===== src/rtl/drs_pkg.sv =====
package drs_pkg;

  typedef enum logic [1:0] {
    SQ_IDLE,
    SQ_SETUP,
    SQ_ACT,
    SQ_PRE
  } sq_state_e;

  typedef enum logic [1:0] {
    PH_PAUSE,
    PH_INIT,
    PH_RUN
  } phase_e;

endpackage


===== src/rtl/drs_init_ctl.sv =====
// Power-up pause followed by a fixed number of warm-up refresh cycles.
module drs_init_ctl
  import drs_pkg::*;
#(
  parameter int PAUSE_CYC   = 10000,
  parameter int INIT_CYCLES = 8
) (
  input  logic clk,
  input  logic rst_n,
  input  logic cyc_done,
  output logic init_active,
  output logic init_done
);

  localparam int PW = $clog2(PAUSE_CYC + 1);
  localparam int IW = $clog2(INIT_CYCLES + 1);
  localparam logic [PW-1:0] PAUSE_LAST = PW'(PAUSE_CYC - 1);
  localparam logic [IW-1:0] INIT_LAST  = IW'(INIT_CYCLES - 1);

  phase_e          phase_q, phase_d;
  logic [PW-1:0]   pcnt_q, pcnt_d;
  logic [IW-1:0]   icnt_q, icnt_d;
  logic            pcnt_en, icnt_en;

  always_comb begin
    phase_d = phase_q;
    pcnt_d  = pcnt_q;
    icnt_d  = icnt_q;
    pcnt_en = 1'b0;
    icnt_en = 1'b0;
    case (phase_q)
      PH_PAUSE: begin
        pcnt_en = 1'b1;
        if (pcnt_q == PAUSE_LAST) begin
          phase_d = PH_INIT;
          pcnt_d  = '0;
        end else begin
          pcnt_d = pcnt_q + 1'b1;
        end
      end
      PH_INIT: begin
        if (cyc_done) begin
          icnt_en = 1'b1;
          if (icnt_q == INIT_LAST) begin
            phase_d = PH_RUN;
            icnt_d  = '0;
          end else begin
            icnt_d = icnt_q + 1'b1;
          end
        end
      end
      default: ;
    endcase
  end

  always_ff @(posedge clk or negedge rst_n) begin
    if (!rst_n) begin
      phase_q <= PH_PAUSE;
      pcnt_q  <= '0;
      icnt_q  <= '0;
    end else begin
      phase_q <= phase_d;
      if (pcnt_en) pcnt_q <= pcnt_d;
      if (icnt_en) icnt_q <= icnt_d;
    end
  end

  assign init_active = (phase_q == PH_INIT);
  assign init_done   = (phase_q == PH_RUN);

endmodule


===== src/rtl/drs_interval.sv =====
// Refresh interval timer with a bounded backlog and a sticky overflow flag.
module drs_interval #(
  parameter int REFI_CYC = 750,
  parameter int PEND_MAX = 4
) (
  input  logic clk,
  input  logic rst_n,
  input  logic run_en,
  input  logic accept,
  output logic pend_nz,
  output logic miss_err
);

  localparam int TW = $clog2(REFI_CYC + 1);
  localparam int NW = $clog2(PEND_MAX + 1);
  localparam logic [TW-1:0] TICK_AT  = TW'(REFI_CYC - 1);
  localparam logic [NW-1:0] PEND_TOP = NW'(PEND_MAX);

  logic [TW-1:0] tcnt_q, tcnt_d;
  logic [NW-1:0] pend_q, pend_d;
  logic          err_q, err_d;
  logic          tick;

  always_comb begin
    tick   = run_en && (tcnt_q == TICK_AT);
    tcnt_d = tick ? '0 : tcnt_q + 1'b1;
  end

  always_comb begin
    pend_d = pend_q;
    err_d  = err_q;
    case ({tick, accept})
      2'b10: begin
        if (pend_q == PEND_TOP) err_d = 1'b1;
        else                    pend_d = pend_q + 1'b1;
      end
      2'b01:   pend_d = pend_q - 1'b1;
      default: ;
    endcase
  end

  always_ff @(posedge clk or negedge rst_n) begin
    if (!rst_n) begin
      tcnt_q <= '0;
      pend_q <= '0;
      err_q  <= 1'b0;
    end else begin
      if (run_en) tcnt_q <= tcnt_d;
      pend_q <= pend_d;
      err_q  <= err_d;
    end
  end

  assign pend_nz  = (pend_q != '0);
  assign miss_err = err_q;

endmodule


===== src/rtl/drs_row_ctr.sv =====
// Row number driven in row-addressed refresh cycles.
module drs_row_ctr #(
  parameter int ROWS  = 4096,
  parameter int ROW_W = $clog2(ROWS)
) (
  input  logic             clk,
  input  logic             rst_n,
  input  logic             adv,
  output logic [ROW_W-1:0] row
);

  localparam logic [ROW_W-1:0] ROW_LAST = ROW_W'(ROWS - 1);

  logic [ROW_W-1:0] row_q, row_d;

  always_comb begin
    row_d = (row_q == ROW_LAST) ? '0 : row_q + 1'b1;
  end

  always_ff @(posedge clk or negedge rst_n) begin
    if (!rst_n)   row_q <= '0;
    else if (adv) row_q <= row_d;
  end

  assign row = row_q;

endmodule


===== src/rtl/drs_strobe_seq.sv =====
// Strobe sequencer for one refresh cycle: setup, active, precharge.
// All strobes are registered from the next-state decode.
module drs_strobe_seq
  import drs_pkg::*;
#(
  parameter int ROW_W = 12,
  parameter int T_CSR = 1,
  parameter int T_CHR = 1,
  parameter int T_RAS = 3,
  parameter int T_RP  = 2
) (
  input  logic             clk,
  input  logic             rst_n,
  input  logic             start,
  input  logic             mode_ro,
  input  logic [ROW_W-1:0] row,
  output logic             ras_n,
  output logic             cas_n,
  output logic             bus_own,
  output logic [ROW_W-1:0] addr,
  output logic             idle,
  output logic             cyc_done,
  output logic             ro_cycle
);

  localparam int MAX_A = (T_CSR > T_RAS) ? T_CSR : T_RAS;
  localparam int MAX_D = (MAX_A > T_RP) ? MAX_A : T_RP;
  localparam int CW    = $clog2(MAX_D + 1);
  localparam logic [CW-1:0] LD_CSR   = CW'(T_CSR - 1);
  localparam logic [CW-1:0] LD_RAS   = CW'(T_RAS - 1);
  localparam logic [CW-1:0] LD_RP    = CW'(T_RP - 1);
  localparam logic [CW-1:0] CHR_EDGE = CW'(T_RAS - T_CHR);

  sq_state_e        state_q, state_d;
  logic [CW-1:0]    cnt_q, cnt_d;
  logic             ro_q, ro_d;
  logic             ld_mode;
  logic             ras_q, ras_d;
  logic             cas_q, cas_d;
  logic             own_q, own_d;
  logic [ROW_W-1:0] addr_q, addr_d;

  // Next-state logic
  always_comb begin
    state_d = state_q;
    cnt_d   = cnt_q;
    ld_mode = 1'b0;
    case (state_q)
      SQ_IDLE: begin
        if (start) begin
          state_d = SQ_SETUP;
          cnt_d   = LD_CSR;
          ld_mode = 1'b1;
        end
      end
      SQ_SETUP: begin
        if (cnt_q == '0) begin
          state_d = SQ_ACT;
          cnt_d   = LD_RAS;
        end else begin
          cnt_d = cnt_q - 1'b1;
        end
      end
      SQ_ACT: begin
        if (cnt_q == '0) begin
          state_d = SQ_PRE;
          cnt_d   = LD_RP;
        end else begin
          cnt_d = cnt_q - 1'b1;
        end
      end
      SQ_PRE: begin
        if (cnt_q == '0) state_d = SQ_IDLE;
        else             cnt_d = cnt_q - 1'b1;
      end
      default: state_d = SQ_IDLE;
    endcase
    ro_d = ld_mode ? mode_ro : ro_q;
  end

  // Output decode from the next state
  always_comb begin
    own_d  = (state_d != SQ_IDLE);
    ras_d  = (state_d != SQ_ACT);
    cas_d  = !(!ro_d && ((state_d == SQ_SETUP) ||
                         ((state_d == SQ_ACT) && (cnt_d >= CHR_EDGE))));
    addr_d = (own_d && ro_d) ? row : '0;
  end

  always_ff @(posedge clk or negedge rst_n) begin
    if (!rst_n) begin
      state_q <= SQ_IDLE;
      cnt_q   <= '0;
      ro_q    <= 1'b0;
      ras_q   <= 1'b1;
      cas_q   <= 1'b1;
      own_q   <= 1'b0;
      addr_q  <= '0;
    end else begin
      state_q <= state_d;
      cnt_q   <= cnt_d;
      if (ld_mode) ro_q <= ro_d;
      ras_q   <= ras_d;
      cas_q   <= cas_d;
      own_q   <= own_d;
      addr_q  <= addr_d;
    end
  end

  assign ras_n    = ras_q;
  assign cas_n    = cas_q;
  assign bus_own  = own_q;
  assign addr     = addr_q;
  assign idle     = (state_q == SQ_IDLE);
  assign cyc_done = (state_q == SQ_PRE) && (cnt_q == '0);
  assign ro_cycle = ro_q;

endmodule


===== src/rtl/dram_refresh_seq.sv =====
// DRAM refresh and power-up sequencer: top level.
module dram_refresh_seq #(
  parameter int ROWS        = 4096,
  parameter int REFI_CYC    = 750,
  parameter int PAUSE_CYC   = 10000,
  parameter int INIT_CYCLES = 8,
  parameter int PEND_MAX    = 4,
  parameter int T_CSR       = 1,
  parameter int T_CHR       = 1,
  parameter int T_RAS       = 3,
  parameter int T_RP        = 2,
  localparam int ROW_W      = $clog2(ROWS)
) (
  input  logic             clk,
  input  logic             rst_n,
  input  logic             mode_ro,
  input  logic             ref_gnt,
  output logic             ref_req,
  output logic             bus_own,
  output logic             ras_n,
  output logic             cas_n,
  output logic             we_n,
  output logic [ROW_W-1:0] addr,
  output logic             init_done,
  output logic             miss_err
);

  logic             init_active;
  logic             pend_nz;
  logic             seq_idle;
  logic             cyc_done;
  logic             ro_cycle;
  logic             start;
  logic             accept;
  logic [ROW_W-1:0] row;

  assign ref_req = seq_idle && (init_active || pend_nz);
  assign start   = ref_req && ref_gnt;
  assign accept  = start && init_done;
  assign we_n    = 1'b1;

  drs_init_ctl #(
    .PAUSE_CYC   (PAUSE_CYC),
    .INIT_CYCLES (INIT_CYCLES)
  ) init_i (
    .clk         (clk),
    .rst_n       (rst_n),
    .cyc_done    (cyc_done),
    .init_active (init_active),
    .init_done   (init_done)
  );

  drs_interval #(
    .REFI_CYC (REFI_CYC),
    .PEND_MAX (PEND_MAX)
  ) timer_i (
    .clk      (clk),
    .rst_n    (rst_n),
    .run_en   (init_done),
    .accept   (accept),
    .pend_nz  (pend_nz),
    .miss_err (miss_err)
  );

  drs_row_ctr #(
    .ROWS  (ROWS),
    .ROW_W (ROW_W)
  ) row_i (
    .clk   (clk),
    .rst_n (rst_n),
    .adv   (cyc_done && ro_cycle),
    .row   (row)
  );

  drs_strobe_seq #(
    .ROW_W (ROW_W),
    .T_CSR (T_CSR),
    .T_CHR (T_CHR),
    .T_RAS (T_RAS),
    .T_RP  (T_RP)
  ) seq_i (
    .clk      (clk),
    .rst_n    (rst_n),
    .start    (start),
    .mode_ro  (mode_ro),
    .row      (row),
    .ras_n    (ras_n),
    .cas_n    (cas_n),
    .bus_own  (bus_own),
    .addr     (addr),
    .idle     (seq_idle),
    .cyc_done (cyc_done),
    .ro_cycle (ro_cycle)
  );

endmodule


===== config.mk =====
export PLATFORM = sky130hd
export DESIGN_NAME = dram_refresh_seq
export DESIGN_NICKNAME = d
export VERILOG_FILES = /design/src/rtl/drs_pkg.sv /design/src/rtl/drs_init_ctl.sv /design/src/rtl/drs_interval.sv /design/src/rtl/drs_row_ctr.sv /design/src/rtl/drs_strobe_seq.sv /design/src/rtl/dram_refresh_seq.sv
export SDC_FILE = /design/constraint.sdc
export NUM_CORES = 1
export LEC_CHECK = 0
export ABC_AREA = 1
export ABC_CLOCK_PERIOD_IN_PS = 2180
export BUFFER_PORTS_ARGS = -buffer_cell sky130_fd_sc_hd__buf_2
export CORE_ASPECT_RATIO = 1.4
export CORE_MARGIN = 5
export CORE_UTILIZATION = 59
export CTS_CLUSTER_SIZE = 24
export DETAILED_ROUTE_END_ITERATION = 10
export GPL_TIMING_DRIVEN = 0
export PLACE_DENSITY = 0.9
export SLEW_MARGIN = 20
export SYNTH_ARGS = -nofsm -noshare
export SYNTH_HDL_FRONTEND = slang
export SYNTH_SLANG_ARGS = --single-unit

===== constraint.sdc =====
create_clock -name clk -period 2.18 [get_ports clk]
set_clock_uncertainty 0.1 [all_clocks]
set_input_delay 0.109 -clock clk [delete_from_list [all_inputs] [get_ports clk]]
set_output_delay 0.109 -clock clk [all_outputs]
set_load 0.03 [all_outputs]

**Yosys cells after proc, flatten, opt, wreduce, memory -nomap -nowiden**

Index checks and enable logic that the tools add are counted.

- Add/subtract/negate cells: 7
- Multiply operators: 0
- Divide/modulo/power cells: 0
- $lt $le $gt $ge: 1
- Equal/unequal tests: 19
- Shifts and indexed selects: 0
- Mux-type cells: 27
- Bitwise operators: 0
- Reductions and logical operators: 25

Operators with widths:

| operator | number |
|---|---|
| 12-bit two-way mux | 2 |
| 2-bit two-way mux | 11 |
| 2-bit one-hot mux with 4 select lines | 2 |
| 14-bit by 1-bit adder with 14-bit output, second input constant | 1 |
| 14-bit == test, second input constant | 1 |
| 14-bit two-way mux | 1 |
| 12-bit by 1-bit adder with 12-bit output, second input constant | 1 |
| 12-bit == test, second input constant | 1 |
| 10-bit by 1-bit adder with 10-bit output, second input constant | 1 |
| 10-bit == test, second input constant | 1 |
| 2-bit == test, second input constant | 5 |
| 10-bit two-way mux | 1 |
| 1-bit logical AND | 9 |
| 2-bit by 1-bit == test with 1-bit output, second input constant | 4 |
| 2-bit logical NOT | 3 |
| 1-bit two-way mux | 6 |
| 2-bit by 1-bit != test with 1-bit output, second input constant | 3 |
| 3-bit one-hot mux with 2 select lines | 1 |
| 2-bit AND reduction | 3 |
| 2-bit nonzero test | 3 |
| 4-bit by 1-bit adder with 4-bit output, second input constant | 1 |
| 4-bit by 3-bit == test with 1-bit output, second input constant | 1 |
| 4-bit two-way mux | 1 |
| 2-bit != test, second input constant | 2 |
| 12 further kinds | 14 |

- Bits in registers: 66
- Latch bits: 0
- Memory bits (writable): 0
- Memory bits (read-only): 0
- Input port bits: 4
- Output and inout bits: 19
- Word-level logic and storage cells: 93
- Memories: 0

**Logic depth before layout (Yosys ltp)**

- Word-level depth: 11
- Gate-level depth with buffers: 12
- Mapped depth without buffers: 12

**Cells and area by module**

From an unflattened synthesis, not the netlist that was laid out.

- Cell total of the unflattened synthesis: 448
- Area, all modules: 3658.5 sq um

Modules (own cells, without submodules):

| module | instances | cells each | area each (sq um) | seq. area each (sq um) |
|---|---|---|---|---|
| drs_init_ctl | 1 | 151 | 1139.8 | 500.5 |
| drs_strobe_seq | 1 | 87 | 885.8 | 503.0 |
| drs_interval | 1 | 108 | 845.8 | 350.3 |
| drs_row_ctr | 1 | 88 | 721.9 | 300.3 |
| dram_refresh_seq | 1 | 14 | 65.1 | 0.0 |

**Worst setup path after synthesis**

No wires, ideal clock.

- Path kind: register -> register
- Start point: register timer_i.tcnt_q[0]
- End point: register timer_i.pend_q[2]
- Library setup time: 0.116 ns
- Arrival time: 1.737 ns
- Data required time: 1.964 ns
- Slack: 0.226 ns
- Stages on the path, launching flop included: 12
- Path buffers: 0
- Period minus slack after synthesis: 1.954 ns
- Cells stage by stage: dfrtp_1 -> ha_1 -> nand2_1 -> nor2_1 -> nand3_1 -> nand3_1 -> fa_1 -> inv_1 -> o21bai_1 -> nand2_1 -> nand2_1 -> nand2_1

- Cells in the longest elaborated chain, start to end: 5
- Elaborated cells between the ends (all ways): 8
- Classes of those cells: eq/ne (4); mux (1); reduce/logical (3)

Ends and longest elaborated chain:

| element | line | RTL |
|---|---|---|
| start, declared | drs_interval.sv:19 | `logic [TW-1:0] tcnt_q, tcnt_d;` |
| start signal, assigned | drs_interval.sv:48 | `if (run_en) tcnt_q <= tcnt_d;` |
| 10-bit == test (*) | drs_interval.sv:25 | `tick = run_en && (tcnt_q == TICK_AT);` |
| 1-bit logical AND (*) | drs_interval.sv:25 |  |
| 2-bit == test / 2-bit by 1-bit == test with 1-bit output (equally long branches) | drs_interval.sv:32 | `case ({tick, accept})` |
| 2-bit != test (no line) / 2-bit nonzero test (equally long branches) | - |  |
| 2-bit AND reduction (no line) | - |  |
| end signal, assigned | drs_interval.sv:49 | `pend_q <= pend_d;` |
| end, declared | drs_interval.sv:20 | `logic [NW-1:0] pend_q, pend_d;` |

Every way passes the cells marked *; elsewhere a longest branch is shown, timed or not.
A chain may end at the register's enable or synchronous reset.

**Final worst setup path**

Same ends and word-level chain as after synthesis.

==> impl_results.md <==
- Gpl congestion: about 0.91
- Synth warn: 0
- Max Fclk: about 0.48 GHz
- Hold path cells: 3
- Core area: 5450 µm²
- Startpoint Class: flip-flop
- Diodes inserted: 0
- Wirelength per Cell: 13.4 µm
- Crit. Startpoint: timer_i.tcnt_q[0]
- Synth top area cells: dfrtp_1 49%, nand2_1 8.4%, inv_1 6.3%, nor2_1 5.7%, nand3_1 5.4%
- Post-synth EDFFs: 0
- Sw power: roughly 1.2 mW
- Largest net degree at the start of global routing: approximately 40
- Worst Max-Slew Pin Slew: 0.635 ns
- Max Slew Vio Count: 0
- CTS tree: yes
- Net Sw Frac: between 30 and 40%
- Crit path capture type: flip-flop
- Root Buffer: clkbuf_8
- Reg2reg setup slack: roughly 0.11 ns
- Vias per Instance: between 5 and 6
- First-pass GRT wire length: between 10000 and 15000 µm
- Drt pass-1 iters: 4
- Design Area, Final: roughly 3800 µm²
- Total negative slack: 0 ns
- Commonest non-fill, non-tap cells in the layout: 73 x nand2_1, 63 x dfrtp_1, 55 x inv_1
- Vias in the first global route: about 2800
- Worst r2r src: timer_i.tcnt_q[0]
- Register bit total from synthesis: 66
- Number of buffers created by CTS: 9
- Worst-path fanout max: 7
- Leak: about 1.8 nW
- Ports: 23
- Drt initial violations: 170
- I/O Buffers: 21
- Most common cell after layout, fill and taps aside: nand2_1
- Setup violators final: 0
- Number of remaining DRC errors: 0
- Worst skew pair latency: between 0.3 and 0.4 ns
- Ys flop type: dfrtp_1
- Chip width: between 70 and 80 µm
- FF-to-FF End: timer_i.pend_q[2]
- Sequential area share after synthesis: roughly 50%
- Routed Antenna Nets: 0
- Die ar.: between 7000 and 8000 µm²
- Comb pwr share: about a quarter
- Final Net Count: 443
- Overall routing resource usage: about a fifth
- Final wirelength: just under 7000 µm
- Max_slew headroom: between 50% and 60%
- Syn Area/Cell: between 8 and 9 µm²
- Total number of clock tree sinks: 66
- Unrepaired setup endpoints after global routing: no
- Setup CP Type: flip-flop to flip-flop
- Critical Path RT: between 2 and 2.5 ns
- CP arrival: approximately 2.2 ns
- Status: finished, final reports clean
- Clk pwr share: between 30% and 40%
- Via count: 2797
- Site Rows: 32
- Layout cell share with drive strength beyond 1: approximately 15%
- Total grt overflow: 0
- Clock-pin slew on the worst setup and hold paths: about 0.080 ns
- Post-route minimum period: 2.07 ns
- Cell count after synthesis: 394
- Internal power: between 2 and 2.5 mW
- Die Y-Extent: about 100 µm
- Share of power burned in registers: 40.4%
- Count of cell types in the netlist: 33
- DP Area: roughly 3500 µm²
- IR drop worst, VDD: 0.000866 V
- Post-DP HPWL: approximately 4700 µm
- Number of max-cap violations: 0
- Starting Density: approximately three fifths
- Ys async rst share: 100%
- Post-synth top area share: roughly half
- Critical Path End: timer_i.pend_q[2]
- Mapped Area: 3270 µm²
- CTS H-Tree Depth: 3
- Yosys top cell by area: dfrtp_1
- Final hold vios: 0
- Initial antenna violation count: 0
- Post-Syn Nets: 408
- Worst min-delay path category: input port to flip-flop
- Pwr dens: ~950 nW/µm²
- Reg2Reg Depth: 11
- Max clock buf depth: 2
- Area growth from synthesis to layout: 15.5%
- Final period util: between 90% and 100%
[cells in the mapped netlist, types with 2 or more instances]
cell	count
nand2_2	4
xor2_1	8
nor3_2	2
dfstp_2	2
nand2_1	73
nor2_1	50
inv_1	55
o21bai_1	2
a21oi_1	14
nand3_1	35
nor2_4	2
ha_1	9
nand4_1	12
o21ai_2	2
inv_2	3
nor3_1	15
o22ai_1	2
nand3_2	2
o21ai_0	23
xnor2_1	2
dfrtp_1	64
o21ai_1	2
[final cells by class]
class,count,area [µm²]
Fill cell,418,1660
Sequential cell,66,1660
Multi-Input combinational cell,266,1390
Inverter,58,220
Timing Repair Buffer,24,148
Clock buffer,10,138
Clock inverter,6,114
Tap cell,68,85.1
Buffer,4,27.5
[sequential cells by signal, indices dropped and copies added (netlist names)]
register,count
seq_i.addr,12
row_i.row,12
seq_i.bus_own,1
timer_i.miss_err,1
seq_i.cas_n,1
timer_i.pend_q,3
seq_i.ro_cycle,1
seq_i.ras_n,1
init_i.phase_q,2
init_i.pcnt_q,14
seq_i.state_q,2
init_i.icnt_q,4
seq_i.cnt_q,2
timer_i.tcnt_q,10
[kinds of logic (layout without fill, tap and decap cells)]
family / after synthesis / in the layout / share of synthesized area, %
buffers and inverters: 62 / 102 / 7.49
XOR/XNOR: 10 / 10 / 2.68
AND/OR/NAND/NOR: 199 / 199 / 27.6
adder cells (fa/ha/maj): 10 / 10 / 4.05
AO/OA/AOI/OAI: 46 / 46 / 7.53
other: 1 / 1 / 0.115
flip-flops: 66 / 66 / 50.5
[worst max-delay path, stage by stage (launching register included)]
cell and delay (ns):
dfrtp_2 0.46, ha_1 0.23, nand2_1 0.07, nor2_1 0.05, nand3_2 0.15, nand3_2 0.12, fa_1 0.38, inv_1 0.08
o21bai_1 0.12, nand2_1 0.08, nand2_1 0.07, nand2_1 0.05
[worst min-delay path by stage]
stage / from / end / slack [ns]
2_1_floorplan: rst_n / init_i.icnt_q[0] / -0.29
3_3_place_gp: mode_ro / seq_i.ro_cycle / 0.26
3_5_place_dp: rst_n / seq_i.cnt_q[0] / -0.05
4_1_cts: ref_gnt / seq_i.ras_n / 0.02
5_1_grt: ref_gnt / seq_i.state_q[0] / 0.03
6_report: ref_gnt / seq_i.ras_n / 0.03
[per-stage QoR]
step / total power [mW] / utilization [%] / setup WS (ns) / hold WS, ns / std cells
2_1_floorplan: 2.06 / - / 0.226 / -0.287 / 394
3_3_place_gp: 2.24 / 63.6 / 0.0599 / 0.257 / 483
3_5_place_dp: 2.29 / 64.0 / -0.0296 / -0.0534 / 484
4_1_cts: 3.60 / 69.1 / 0.0223 / 0.0168 / 502
5_1_grt: 3.81 / 69.4 / 0.00767 / 0.0337 / 502
6_report: 3.60 / 69.4 / 0.111 / 0.0260 / 502
[power groups by stage]
stage	Sequential, mW	Clock, mW	Combinational [mW]
after floorplan	1.54	0	0.516
after global placement	1.46	0	0.775
after detailed placement	1.47	0	0.818
after CTS	1.45	1.30	0.843
after global routing	1.47	1.37	0.967
final	1.45	1.28	0.864
[per-layer routing]
metal	wire [µm]	global-route usage (%)
met3	279	5.66
met5	0	0
met4	177	10.4
met1	2600	24.1
met2	3690	35.8
[timing repair]
| action | CTS | global route |
|---|---|---|
| endpoints found under the hold margin | 66 | 0 |
| setup buffers | 0 | 0 |
| setup endpoints to repair | 1 | 5 |
| hold buffers | 2 | 0 |
| resized for setup | 1 | 5 |
Power figures use the tool's default switching activity.
